## config.mk

```make
export PLATFORM = sky130hd
export DESIGN_NAME = sysctl_cop
export DESIGN_NICKNAME = d
export VERILOG_FILES = /design/src/rtl/sysctl_pkg.sv /design/src/rtl/sysctl_decode.sv /design/src/rtl/sysctl_regbank.sv /design/src/rtl/sysctl_cop.sv
export SDC_FILE = /design/constraint.sdc
export NUM_CORES = 1
export LEC_CHECK = 0
export ABC_AREA = 1
export ABC_CLOCK_PERIOD_IN_PS = 4350
export BUFFER_PORTS_ARGS = -buffer_cell sky130_fd_sc_hd__clkbuf_2
export CAP_MARGIN = 10
export CORE_MARGIN = 2
export CORE_UTILIZATION = 59
export CTS_CLUSTER_SIZE = 24
export DETAILED_ROUTE_END_ITERATION = 8
export GPL_TIMING_DRIVEN = 0
export PLACE_DENSITY = 0.93
export SLEW_MARGIN = 20
export SYNTH_ARGS = -nofsm -noshare
export SYNTH_HDL_FRONTEND = slang
export SYNTH_SLANG_ARGS = --single-unit
```

## constraint.sdc

```tcl
create_clock -name clk -period 4.35 [get_ports clk]
set_clock_uncertainty 0.1 [all_clocks]
set_input_delay 0.2175 -clock clk [delete_from_list [all_inputs] [get_ports clk]]
set_output_delay 0.2175 -clock clk [all_outputs]
set_load 0.05 [all_outputs]
```

## src/rtl/sysctl_pkg.sv

```systemverilog
package sysctl_pkg;

  localparam int NPHYS = 12;
  localparam int IW    = $clog2(NPHYS);

  localparam logic [IW-1:0] P_ID    = IW'(0);
  localparam logic [IW-1:0] P_CTYPE = IW'(1);
  localparam logic [IW-1:0] P_CTRL  = IW'(2);
  localparam logic [IW-1:0] P_TTB   = IW'(3);
  localparam logic [IW-1:0] P_DAC   = IW'(4);
  localparam logic [IW-1:0] P_DFSR  = IW'(5);
  localparam logic [IW-1:0] P_IFSR  = IW'(6);
  localparam logic [IW-1:0] P_FAR   = IW'(7);
  localparam logic [IW-1:0] P_DLOCK = IW'(8);
  localparam logic [IW-1:0] P_ILOCK = IW'(9);
  localparam logic [IW-1:0] P_PID   = IW'(10);
  localparam logic [IW-1:0] P_CTXID = IW'(11);

  typedef struct packed {
    logic       ours;     // coprocessor number is 15
    logic       xfer;     // register transfer form
    logic       other_op; // data-processing or load/store form
    logic       load;     // L bit: 1 = read into core
    logic [3:0] crn;
    logic [3:0] core_reg;
    logic [3:0] crm;
    logic [2:0] op2;
  } insn_t;

  typedef struct packed {
    logic          hit;
    logic [IW-1:0] idx;
  } sel_t;

  function automatic insn_t decode_insn(input logic [31:0] w);
    insn_t d;
    d.ours     = (w[11:8] == 4'hF);
    d.xfer     = (w[27:24] == 4'b1110) &&  w[4];
    d.other_op = ((w[27:24] == 4'b1110) && !w[4]) || (w[27:25] == 3'b110);
    d.load     = w[20];
    d.crn      = w[19:16];
    d.core_reg = w[15:12];
    d.crm      = w[3:0];
    d.op2      = w[7:5];
    return d;
  endfunction

  function automatic sel_t map_phys(input logic [3:0] crn, input logic [3:0] crm,
                                    input logic [2:0] op2);
    sel_t s;
    logic plain;
    logic pair;
    plain = (crm == 4'd0) && (op2 == 3'd0);
    pair  = (crm == 4'd0) && (op2 <= 3'd1);
    s.hit = 1'b0;
    s.idx = P_ID;
    case (crn)
      4'd0:  begin s.hit = pair;  s.idx = op2[0] ? P_CTYPE : P_ID;   end
      4'd1:  begin s.hit = plain; s.idx = P_CTRL;                    end
      4'd2:  begin s.hit = plain; s.idx = P_TTB;                     end
      4'd3:  begin s.hit = plain; s.idx = P_DAC;                     end
      4'd5:  begin s.hit = pair;  s.idx = op2[0] ? P_IFSR : P_DFSR;  end
      4'd6:  begin s.hit = plain; s.idx = P_FAR;                     end
      4'd9:  begin
        s.hit = (op2 == 3'd0) && (crm <= 4'd1);
        s.idx = crm[0] ? P_ILOCK : P_DLOCK;
      end
      4'd13: begin s.hit = pair;  s.idx = op2[0] ? P_CTXID : P_PID;  end
      default: s.hit = 1'b0;
    endcase
    return s;
  endfunction

  function automatic logic is_writable(input logic [IW-1:0] idx);
    return (idx != P_ID) && (idx != P_CTYPE);
  endfunction

endpackage

```

## src/rtl/sysctl_decode.sv

```systemverilog
module sysctl_decode
  import sysctl_pkg::*;
(
  input  logic          valid,
  input  logic [31:0]   instr,
  input  logic          priv,
  output logic          target,
  output logic          fault,
  output logic          do_wr,
  output logic          do_rd,
  output logic [IW-1:0] idx,
  output logic          hit
);
  insn_t d;
  sel_t  s;
  logic  legal;

  always_comb begin
    d      = decode_insn(instr);
    s      = map_phys(d.crn, d.crm, d.op2);
    target = valid && d.ours && (d.xfer || d.other_op);
    fault  = target && (!priv || !d.xfer || (d.core_reg == 4'd15));
    legal  = target && !fault;
    hit    = s.hit;
    idx    = s.idx;
    do_wr  = legal && !d.load && s.hit && is_writable(s.idx);
    do_rd  = legal &&  d.load;
  end
endmodule

```

## src/rtl/sysctl_regbank.sv

```systemverilog
module sysctl_regbank
  import sysctl_pkg::*;
#(
  parameter int          DW       = 32,
  parameter logic [31:0] ID_VAL   = 32'h5A01_0C13,
  parameter logic [31:0] CT_VAL   = 32'h1D15_2152
) (
  input  logic          clk,
  input  logic          rst_n,
  input  logic          we,
  input  logic [IW-1:0] widx,
  input  logic [DW-1:0] wdata,
  output logic [DW-1:0] regs [NPHYS]
);
  for (genvar i = 0; i < NPHYS; i++) begin : g_reg
    if (IW'(i) == P_ID) begin : g_id
      assign regs[i] = DW'(ID_VAL);
    end else if (IW'(i) == P_CTYPE) begin : g_ct
      assign regs[i] = DW'(CT_VAL);
    end else begin : g_rw
      logic [DW-1:0] q;
      always_ff @(posedge clk) begin
        if (!rst_n)                      q <= '0;
        else if (we && widx == IW'(i))   q <= wdata;
      end
      assign regs[i] = q;
    end
  end
endmodule

```

## src/rtl/sysctl_cop.sv

```systemverilog
module sysctl_cop
  import sysctl_pkg::*;
#(
  parameter int          DW     = 32,
  parameter logic [31:0] ID_VAL = 32'h5A01_0C13,
  parameter logic [31:0] CT_VAL = 32'h1D15_2152
) (
  input  logic          clk,
  input  logic          rst_n,
  input  logic          instr_valid,
  input  logic [31:0]   instr,
  input  logic          priv,
  input  logic [DW-1:0] wr_data,
  output logic [DW-1:0] rd_data,
  output logic          rd_we,
  output logic          undef_exc,
  output logic [DW-1:0] ctrl_o,
  output logic [DW-1:0] ttb_o,
  output logic [DW-1:0] dac_o,
  output logic [DW-1:0] dfsr_o,
  output logic [DW-1:0] ifsr_o,
  output logic [DW-1:0] far_o,
  output logic [DW-1:0] dlock_o,
  output logic [DW-1:0] ilock_o,
  output logic [DW-1:0] pid_o,
  output logic [DW-1:0] ctxid_o
);
  logic          target, fault, do_wr, do_rd, hit;
  logic [IW-1:0] idx;
  logic [DW-1:0] regs [NPHYS];

  sysctl_decode u_dec (
    .valid (instr_valid), .instr (instr), .priv (priv),
    .target(target), .fault(fault), .do_wr(do_wr), .do_rd(do_rd),
    .idx   (idx), .hit(hit)
  );

  sysctl_regbank #(.DW(DW), .ID_VAL(ID_VAL), .CT_VAL(CT_VAL)) u_bank (
    .clk(clk), .rst_n(rst_n), .we(do_wr), .widx(idx), .wdata(wr_data),
    .regs(regs)
  );

  always_ff @(posedge clk) begin
    if (!rst_n) begin
      rd_data   <= '0;
      rd_we     <= 1'b0;
      undef_exc <= 1'b0;
    end else begin
      undef_exc <= fault;
      rd_we     <= do_rd;
      rd_data   <= (do_rd && hit) ? regs[idx] : '0;
    end
  end

  assign ctrl_o  = regs[P_CTRL];
  assign ttb_o   = regs[P_TTB];
  assign dac_o   = regs[P_DAC];
  assign dfsr_o  = regs[P_DFSR];
  assign ifsr_o  = regs[P_IFSR];
  assign far_o   = regs[P_FAR];
  assign dlock_o = regs[P_DLOCK];
  assign ilock_o = regs[P_ILOCK];
  assign pid_o   = regs[P_PID];
  assign ctxid_o = regs[P_CTXID];
endmodule

```

==> impl_metrics.tcl <==
set metrics [dict create \
    outcome "finished clean" \
    ant_nets 0 \
    dr.pass1.iters 7 \
    drt-initial-drc-count 3194 \
    layout_worst_path_cycle_share 0.6932 \
    grtUsageTotal 0.4452 \
    routedLengthMet1_microns 25010 \
    die_area_sq_um 32050 \
    arrival_ns 3.34 \
    syn-instance-count 3054 \
    syn-cell-area_sq_um 18070 \
    drive_gt1_frac 0.1640 \
    rows 64 \
    wl_met3_microns 11780 \
    yosysSeqAreaShare 0.3921 \
    htreeDepth 2 \
    p_leak_uw 0.01311 \
    nFillCells 2588 \
    top_layer "met5" \
    syn_avg_cell_area_sq_um 5.918 \
    post-place-ws_ns 1.694 \
    antenna-diode-count 0 \
    clock_sink_count 354 \
    hpwl_microns 52040 \
    synth_edf_count 0 \
    drc_errors 0 \
    clk_path_buf_depth 3 \
    hold_path_class "in2reg" \
    ir_drop_v 0.0003633 \
    vias_per_cell 5.456 \
    wl_per_cell_microns 18.86 \
    fin_area_sq_um 21790 \
    cts_root_buf "clkbuf_16" \
    cap_violations 0 \
    startpoint_type "input port" \
    setup.worst_path.class "in2reg" \
    yosys.area.top_type_share 0.3921 \
    grt_overflow 0 \
    max-slew-margin-rel 0.2690 \
    tightest_slew_ns 1.096 \
    final_nets 3548 \
    rsz0062_at_grt "false" \
    period_needed_ns 3.015 \
    async_reset_ff_frac 0 \
    start_util 0.5955 \
    worstSetupEndpointType "register" \
    finalSetupViolations 0 \
    synth_top_area_cell "dfxtp_1" \
    via_count 21290 \
    placed_area_sq_um 20470 \
    cts_buffers 38 \
    yosysUniqueCellTypes 28 \
    area_growth_pct 20.60 \
    synth_flop_cell "dfxtp_1" \
    gp_congestion 1.015 \
    cts_tree "yes" \
    grt_start_max_net_pins 14 \
    drv_slew 0 \
    finalHoldViolCount 0 \
    synth.area.top_cells "dfxtp_1 39%, nand2_1 26%, nor2_1 14%" \
    synth_warnings 0 \
    power.density_nw_per_um2 323.1 \
    path_clk_slew_ns 0.06 \
    cp_max_fo 10 \
    syn-num-nets 3122 \
    wirelength_microns 73610 \
    port_buffers 381 \
    finalSetupTns_ns 0 \
    synth_commonest_cells "1234 x nand2_1, 650 x nor2_1, 374 x inv_1" \
    p_total_uw 7041 \
    die_y_microns 179.0 \
    ys_ff_latch 354 \
    core_area_sq_um 30350 \
    fmax_mhz 331.6 \
    finalWorstSetupSlack_ns 1.335 \
    clock_latency_ns 0.53 \
    cp.required_ns 4.67 \
    grt_antenna_before_repair 1 \
    grt_pass1_vias 18860 \
    met2_length_microns 30950 \
    fin_util 0.7181 \
    synth.most_common_cell "nand2_1" \
    ios 422 \
    dieWidth_microns 179.0 \
    grt_pass1_wl_microns 107000 \
]
## critical path, stage by stage
cell,delay [ns]
dlygate4sd3_1,0.54
clkbuf_2,0.12
nand2_1,0.04
dlygate4sd3_1,0.53
nand3_1,0.08
nor2_1,0.23
nand2_1,0.24
nor2_8,0.37
nand4_4,0.37
buf_2,0.35
nor2_1,0.17
nor2_1,0.07
## final timing paths
kind / start / end / slack [ns] / cells past startpoint
worst max-delay path: instr[24] / u_bank.g_reg[7].g_rw.q[11]$_SDFFE_PN0P_ / 1.33 / 12
worst min-delay path: wr_data[22] / u_bank.g_reg[4].g_rw.q[22]$_SDFFE_PN0P_ / 0.07 / 3
worst max register to register: u_bank.g_reg[3].g_rw.q[11]$_SDFFE_PN0P_ / rd_data[11]$_SDFF_PN0_ / 3.01 / 6
worst min register to register: u_bank.g_reg[10].g_rw.q[10]$_SDFFE_PN0P_ / u_bank.g_reg[10].g_rw.q[10]$_SDFFE_PN0P_ / 0.43 / 4
## per-layer routing
metal  vias to the layer above  global-route usage
met2                      1835              0.6721
met1                      9235              0.5442
met3                       439              0.1323
li1                       9783                   -
met5                         -                   0
met4                         2              0.3079
## layout make-up
type / count / area [sq um] / area share
clock buffer: 58 / 1167 / 0.05356
buffer: 200 / 1061 / 0.04868
tap: 396 / 495.5 / 0.02273
timing repair buffer: 386 / 1957 / 0.08979
sequential: 354 / 7087 / 0.3252
multi-input combinational: 2117 / 8491 / 0.3896
inverter: 383 / 1438 / 0.06596
clock inverter: 9 / 98.84 / 0.004535
## cell usage in the layout (no fill, tap or decap), types with 2 or more instances in the layout
cell type / instances
nand2_1: 1234
clkbuf_2: 381
a22oi_1: 7
nand4_4: 9
clkinv_1: 2
o22ai_1: 15
and3_1: 2
nor2_4: 3
nand3_1: 177
inv_1: 374
nor3_1: 2
dlygate4sd3_1: 5
clkinv_2: 6
clkbuf_16: 39
nand4_1: 2
buf_2: 77
bufinv_16: 2
o21ai_0: 5
nor2_1: 650
clkbuf_8: 12
buf_6: 28
buf_1: 50
inv_2: 7
nor2_2: 4
dfxtp_1: 354
clkbuf_1: 51
## state kept, by name (all words and copies together) (netlist names)
register / cells
rd_data: 32
rd_we: 1
u_bank.g.g_rw.q: 320
undef_exc: 1
## through the flow
step / instances / hold WS, ns
after detailed placement: 3831 / 0.4150
after floorplan: 3054 / 0.2867
after CTS: 3903 / 0.06234
after global routing: 3903 / 0.08894
final: 3903 / 0.07017
after global placement: 3831 / 0.4149
## report_power, final
group | switching [uW] | internal, uW | total (uW)
Sequential | 0.0157 | 3240 | 3240
Clock | 1370 | 1970 | 3330
Combinational | 391 | 75.0 | 466
Total | 1760 | 5280 | 7040
## cells by family (layout without fill, tap and decap cells)
kind of cell	after synthesis	in the layout	synth area share
and+or+nand+nor	2089	2089	0.4598
DFF	354	354	0.3921
AOI/OAI and AO/OA	28	28	0.009761
buffers and inverters	583	1036	0.1383
## timing repair
item / CTS / global route
endpoints found under the hold margin: 2 / 0
gates resized for setup: 0 / 0
buffers inserted: 0 / 0
endpoints found under the setup margin: 0 / 0
hold buffers: 5 / 0
No activity file was read; power rests on OpenSTA's default activity.
